[src/rtl/tcm_pkg.sv]
package tcm_pkg;

    localparam int CH_W  = 8;
    localparam int IDX_W = 8;
    localparam int PIX_W = IDX_W + 3 * CH_W;

    typedef struct packed {
        logic [CH_W-1:0] blu;
        logic [CH_W-1:0] grn;
        logic [CH_W-1:0] red;
    } rgb_t;

    typedef struct packed {
        logic blank;
        logic hsync;
        logic vsync;
    } ctrl_t;

    // State carried from the address cycle to the palette-return cycle
    typedef struct packed {
        rgb_t  direct;
        ctrl_t ctrl;
        logic  ovl_on;
        logic  narrow;
    } stage1_t;

    // State carried after the priority choice
    typedef struct packed {
        rgb_t  rgb;
        ctrl_t ctrl;
    } mixed_t;

    function automatic rgb_t split_direct(input logic [PIX_W-1:0] pix);
        rgb_t c;
        c.red = pix[IDX_W +: CH_W];
        c.grn = pix[IDX_W + CH_W +: CH_W];
        c.blu = pix[IDX_W + 2*CH_W +: CH_W];
        return c;
    endfunction

    function automatic logic [CH_W-1:0] fit_channel(input logic [CH_W-1:0] b,
                                                    input logic narrow);
        return narrow ? {b[CH_W-3:0], 2'b00} : b;
    endfunction

    function automatic rgb_t fit_palette(input rgb_t p, input logic narrow);
        rgb_t c;
        c.red = fit_channel(p.red, narrow);
        c.grn = fit_channel(p.grn, narrow);
        c.blu = fit_channel(p.blu, narrow);
        return c;
    endfunction

endpackage

[src/rtl/tcm_field_split.sv]
module tcm_field_split
    import tcm_pkg::*;
(
    input  logic [PIX_W-1:0] pix,
    input  logic [IDX_W-1:0] mask,
    output rgb_t             direct,
    output logic [IDX_W-1:0] index,
    output logic             ovl_on
);
    always_comb begin
        direct = split_direct(pix);
        index  = pix[IDX_W-1:0] & mask;
        ovl_on = |index;
    end
endmodule

[src/rtl/tcm_delay.sv]
module tcm_delay #(
    parameter int W     = 8,
    parameter int DEPTH = 1
) (
    input  logic         clk,
    input  logic         rst,
    input  logic [W-1:0] d,
    output logic [W-1:0] q
);
    generate
        if (DEPTH == 0) begin : g_wire
            assign q = d;
        end else begin : g_regs
            logic [W-1:0] stg [DEPTH];
            always_ff @(posedge clk) begin
                if (rst) begin
                    for (int i = 0; i < DEPTH; i++) stg[i] <= '0;
                end else begin
                    stg[0] <= d;
                    for (int i = 1; i < DEPTH; i++) stg[i] <= stg[i-1];
                end
            end
            assign q = stg[DEPTH-1];
        end
    endgenerate
endmodule

[src/rtl/tcm_prio_sel.sv]
module tcm_prio_sel
    import tcm_pkg::*;
(
    input  stage1_t cur,
    input  rgb_t    pal,
    output mixed_t  mixed
);
    always_comb begin
        mixed.ctrl = cur.ctrl;
        mixed.rgb  = cur.ovl_on ? fit_palette(pal, cur.narrow) : cur.direct;
    end
endmodule

[src/rtl/tc_overlay_mixer.sv]
module tc_overlay_mixer
    import tcm_pkg::*;
#(
    parameter int PIPE_DEPTH = 2
) (
    input  logic             clk,
    input  logic             rst,
    input  logic [PIX_W-1:0] pix_in,
    input  logic             blank_in,
    input  logic             hsync_in,
    input  logic             vsync_in,
    input  logic [IDX_W-1:0] rd_mask,
    input  logic             pal_6bit,
    output logic [IDX_W-1:0] pal_addr,
    input  logic [3*CH_W-1:0] pal_data,
    output logic [CH_W-1:0]  red_o,
    output logic [CH_W-1:0]  grn_o,
    output logic [CH_W-1:0]  blu_o,
    output logic             blank_o,
    output logic             hsync_o,
    output logic             vsync_o
);
    // One stage covers the palette read; the rest follow the choice.
    localparam int TAIL = PIPE_DEPTH - 1;
    localparam int S1_W = $bits(stage1_t);
    localparam int MX_W = $bits(mixed_t);

    rgb_t    direct;
    logic    ovl_on;
    stage1_t s1_d, s1_q;
    mixed_t  mix_d, mix_q;
    rgb_t    pal_rgb;

    tcm_field_split u_split (
        .pix    (pix_in),
        .mask   (rd_mask),
        .direct (direct),
        .index  (pal_addr),
        .ovl_on (ovl_on)
    );

    always_comb begin
        s1_d.direct = direct;
        s1_d.ctrl   = '{blank: blank_in, hsync: hsync_in, vsync: vsync_in};
        s1_d.ovl_on = ovl_on;
        s1_d.narrow = pal_6bit;
    end

    tcm_delay #(.W(S1_W), .DEPTH(1)) u_s1 (
        .clk (clk),
        .rst (rst),
        .d   (s1_d),
        .q   (s1_q)
    );

    assign pal_rgb = rgb_t'(pal_data);

    tcm_prio_sel u_sel (
        .cur   (s1_q),
        .pal   (pal_rgb),
        .mixed (mix_d)
    );

    tcm_delay #(.W(MX_W), .DEPTH(TAIL)) u_tail (
        .clk (clk),
        .rst (rst),
        .d   (mix_d),
        .q   (mix_q)
    );

    assign red_o   = mix_q.rgb.red;
    assign grn_o   = mix_q.rgb.grn;
    assign blu_o   = mix_q.rgb.blu;
    assign blank_o = mix_q.ctrl.blank;
    assign hsync_o = mix_q.ctrl.hsync;
    assign vsync_o = mix_q.ctrl.vsync;
endmodule

[config.mk]
export PLATFORM = sky130hd
export DESIGN_NAME = tc_overlay_mixer
export DESIGN_NICKNAME = d
export VERILOG_FILES = /design/src/rtl/tcm_pkg.sv /design/src/rtl/tcm_field_split.sv /design/src/rtl/tcm_delay.sv /design/src/rtl/tcm_prio_sel.sv /design/src/rtl/tc_overlay_mixer.sv
export SDC_FILE = /design/constraint.sdc
export NUM_CORES = 1
export LEC_CHECK = 0
export ABC_AREA = 1
export BUFFER_PORTS_ARGS = -buffer_cell sky130_fd_sc_hd__clkbuf_2
export CAP_MARGIN = 20
export CORE_MARGIN = 2
export CORE_UTILIZATION = 40
export DETAILED_ROUTE_END_ITERATION = 7
export PLACE_DENSITY = 0.74
export REMOVE_ABC_BUFFERS = 1
export SETUP_SLACK_MARGIN = 0.1
export SLEW_MARGIN = 20
export SYNTH_ARGS = -nofsm -noshare
export SYNTH_HDL_FRONTEND = slang
export SYNTH_SLANG_ARGS = --single-unit
export TNS_END_PERCENT = 100
[constraint.sdc]
create_clock -name clk -period 1 [get_ports clk]
set_input_delay 0.05 -clock clk [delete_from_list [all_inputs] [get_ports clk]]
set_output_delay 0.05 -clock clk [all_outputs]
set_load 0.02 [all_outputs]
==> run summary <==
• **final clock skew** 0.00471 ns
• **status** finished, final reports clean
• **top-area cell type share of the netlist area** 53.8%
• **unrepaired setup endpoints after global routing** true
• **cell-by-cell trace of the critical path** clkbuf_16 -> nand3_1 -> o211ai_1 -> inv_1
• **share of layout cells above drive strength 1** 33.0%
• **DRC violation count after routing** 0
• **final-report max-slew violation count** 0
• **clock edge transition at the registers on the reported setup and hold paths** 0.10 ns
• **Row Count** 26
• **leakage power of the design** 1.81 nW
• **number of instances in the synthesized netlist** 266
• **maximum fanout count along the critical path** 9
• **Top-Level Pins** 105
• **Port-buffer cells** 104
• **worst min-delay path class** primary input to register
• **minimum setup slack in the final design** 0.0718 ns
• **total routed wirelength** 4910 microns
• **Worst Path Required** 1.20 ns
• **worst vdd ir** 0.828 mV
• **PwrDens** 1480 nW/um^2
• **Clock Sinks** 56
• **most used standard cells in the synthesized netlist** nand2_1 (59), dfxtp_1 (56), inv_1 (56)
• **most frequent cell after synthesis** nand2_1
• **pin count of the biggest net entering global routing** 20
• **Primary FF master, synth** dfxtp_1
• **critical path start-end classification** register to register
• **slew at the pin with the worst max-slew slack** 0.306 ns
• **GR Util All Layers** 17.3%
• **H-tree depth reported by CTS** 2
• **number of maximum-capacitance constraint violations** 0
• **Slowest-stage cell, CP** dfxtp_4
• **total die area** 5800 sq um
• **flop and latch count out of synthesis** 56
• **Die Span X** 76.2 microns
• **cts bufs inserted** 5
• **mean instance size in the synthesized netlist** 7.83 sq um
• **Sum Neg Setup Slack** 0 ns
• **Final Cycle Share** 92.8%
• **vertical extent of the die** 76.2 microns
• **number of antenna-violating nets in the routed design** 0
• **nature of the critical path startpoint** register
• **clock tree from TritonCTS** done
• **clock latency on the worst-skew pair** 0.30 ns
• **tightest slew margin relative to the limit** 79.6%
• **Post-layout nets** 478
• **final design instance area without fill** 3200 sq um
• **number of inserted diodes** 0
• **maximum number of buffers from clock root to sink** 2
• **detailed-route via count** 2037
• **final number of hold-violating endpoints** 0
• **Synth area leader** dfxtp_1
• **post-placement setup slack** 0.0137 ns
• **main area contributors after synthesis** dfxtp_1 (54%), nand2_1 (11%), inv_1 (10%)
• **portion of the post-synthesis area used by sequential elements** 53.8%
• **detailed-router iteration count before antenna repair** 5
• **initial antenna violation count** 0
• **maximum cell stage delay along the critical path** 0.43 ns
• **tightest hold margin** 0.0203 ns
• **HPWL reported at the end of detailed placement** 3280 microns
• **Synth cell types** 16
• **Final min period** 0.928 ns
• **Congestion Overflow GR** 0
• **Syn Std Cell Area** 2080 sq um
• **RePlAce Congestion** 0.755
• **CTS Root Buffer Type** clkbuf_8
• **number of vias per cell** 4.25
• **number of flops mapped to enable cells by yosys** 0
• **# setup viols final** 0
• **area of the placeable core** 5070 sq um
• **Worst Setup End Kind** register
• **post-synthesis async set-or-reset flop share** 0%
• **Area growth syn-to-layout** 53.5%
• **average wire per standard cell** 10.3 microns
• **initial standard-cell utilization of the core** 41.1%
• **drt first-iter violations** 87
• **YS warnings** 0
• **wire length of the first global-routing pass** 8190 microns
• **fmax** 1080 MHz
• **arrival time at the worst endpoint** 1.13 ns
• **Post-Place Cell Area** 2660 sq um
• **number of global-route vias before repair** 1906
[logic make-up after synthesis]
logic type,synth area share [%]
AO/OA/AOI/OAI,8.05
buffers and inverters,15.8
flip-flops,53.8
AND/OR/NAND/NOR,22.3
[what timing repair did]
| item | 4_1_cts | 5_1_grt |
|---|---|---|
| gates cloned | 1 | 1 |
| setup buffers | 0 | 0 |
| resized for setup | 11 | 9 |
| endpoints found under the hold margin | 33 | 0 |
| setup endpoints to repair | 22 | 26 |
| pin swaps | 10 | 4 |
| hold buffers | 33 | 0 |
[worst paths after layout]
kind	slack (ns)	startpoint	depth (start not counted)	endpoint
hold reg to reg	0.41	u_s1.g_regs.stg[0][3]	2	u_tail.g_regs.stg[0][1]
setup / recovery	0.07	u_s1.g_regs.stg[0][1]	4	u_tail.g_regs.stg[0][26]
setup reg to reg	0.07	u_s1.g_regs.stg[0][1]	4	u_tail.g_regs.stg[0][26]
hold / removal	0.02	pal_data[17]	3	u_tail.g_regs.stg[0][20]
[per-layer routing]
layer / track usage, % / wire (microns) / vias to the layer above / part of all wire [%]
met2: 32.2 / 2610 / 72 / 53
met1: 19.2 / 1990 / 878 / 41
met4: 5.45 / 68 / 0 / 1.4
li1: - / - / 1079 / -
met3: 4.62 / 242 / 8 / 4.9
met5: 0 / 0 / - / 0
[per-stage QoR]
| stage | power (W) | util [%] | std cells |
|---|---|---|---|
| 2_1_floorplan | 0.00282 | - | 254 |
| 3_3_place_gp | 0.00316 | 52.3 | 436 |
| 3_5_place_dp | 0.00317 | 52.3 | 436 |
| 4_1_cts | 0.00474 | 62.1 | 478 |
| 5_1_grt | 0.00495 | 63.0 | 479 |
| 6_report | 0.00472 | 63.0 | 479 |
[layout make-up]
class                           count  area (sq um)
Clock buffer                        5          68.8
Clock inverter                      3          42.5
Fill cell                         471          1880
Inverter                           59           226
Multi-Input combinational cell    139           647
Sequential cell                    56          1130
Tap cell                           70          87.6
Timing Repair Buffer              147           996
[flip-flops by register name (all words and copies together), names as in the netlist]
| signal | cells |
|---|---|
| u_s1.g_regs.stg | 29 |
| u_tail.g_regs.stg | 27 |
[critical path, delay by kind of cell (launching register included)]
kind / cells / cell delay [ns]
flip-flops: 1 / 0.43
AO/OA/AOI/OAI: 1 / 0.08
AND/OR/NAND/NOR: 1 / 0.07
buffers and inverters: 2 / 0.24
[placed cells by master, fill, tap and decap left out, types with 2 or more instances in the layout]
master         Yosys  layout
clkbuf_2           0     101
nand2_1           59      58
inv_1             56      56
dfxtp_1           56      54
nor2_1            33      33
dlygate4sd3_1      0      33
nand3_1           18      18
o211ai_1          17      17
buf_4              3       6
a21oi_1            8       5
clkbuf_8           1       5
nand2_2            3       4
a21oi_2            0       3
inv_2              3       2
buf_6              3       2
dfxtp_4            0       2
[power by group]
| part | leakage, nW | internal, W | switching (W) | total, W |
|---|---|---|---|---|
| sequential | 0.466 | 0.00237 | 0.0000514 | 0.00242 |
| combinational | 1.29 | 0.000418 | 0.000442 | 0.000859 |
| clock | 0.0541 | 0.000741 | 0.000697 | 0.00144 |
No activity file was read; power rests on OpenSTA's default activity.
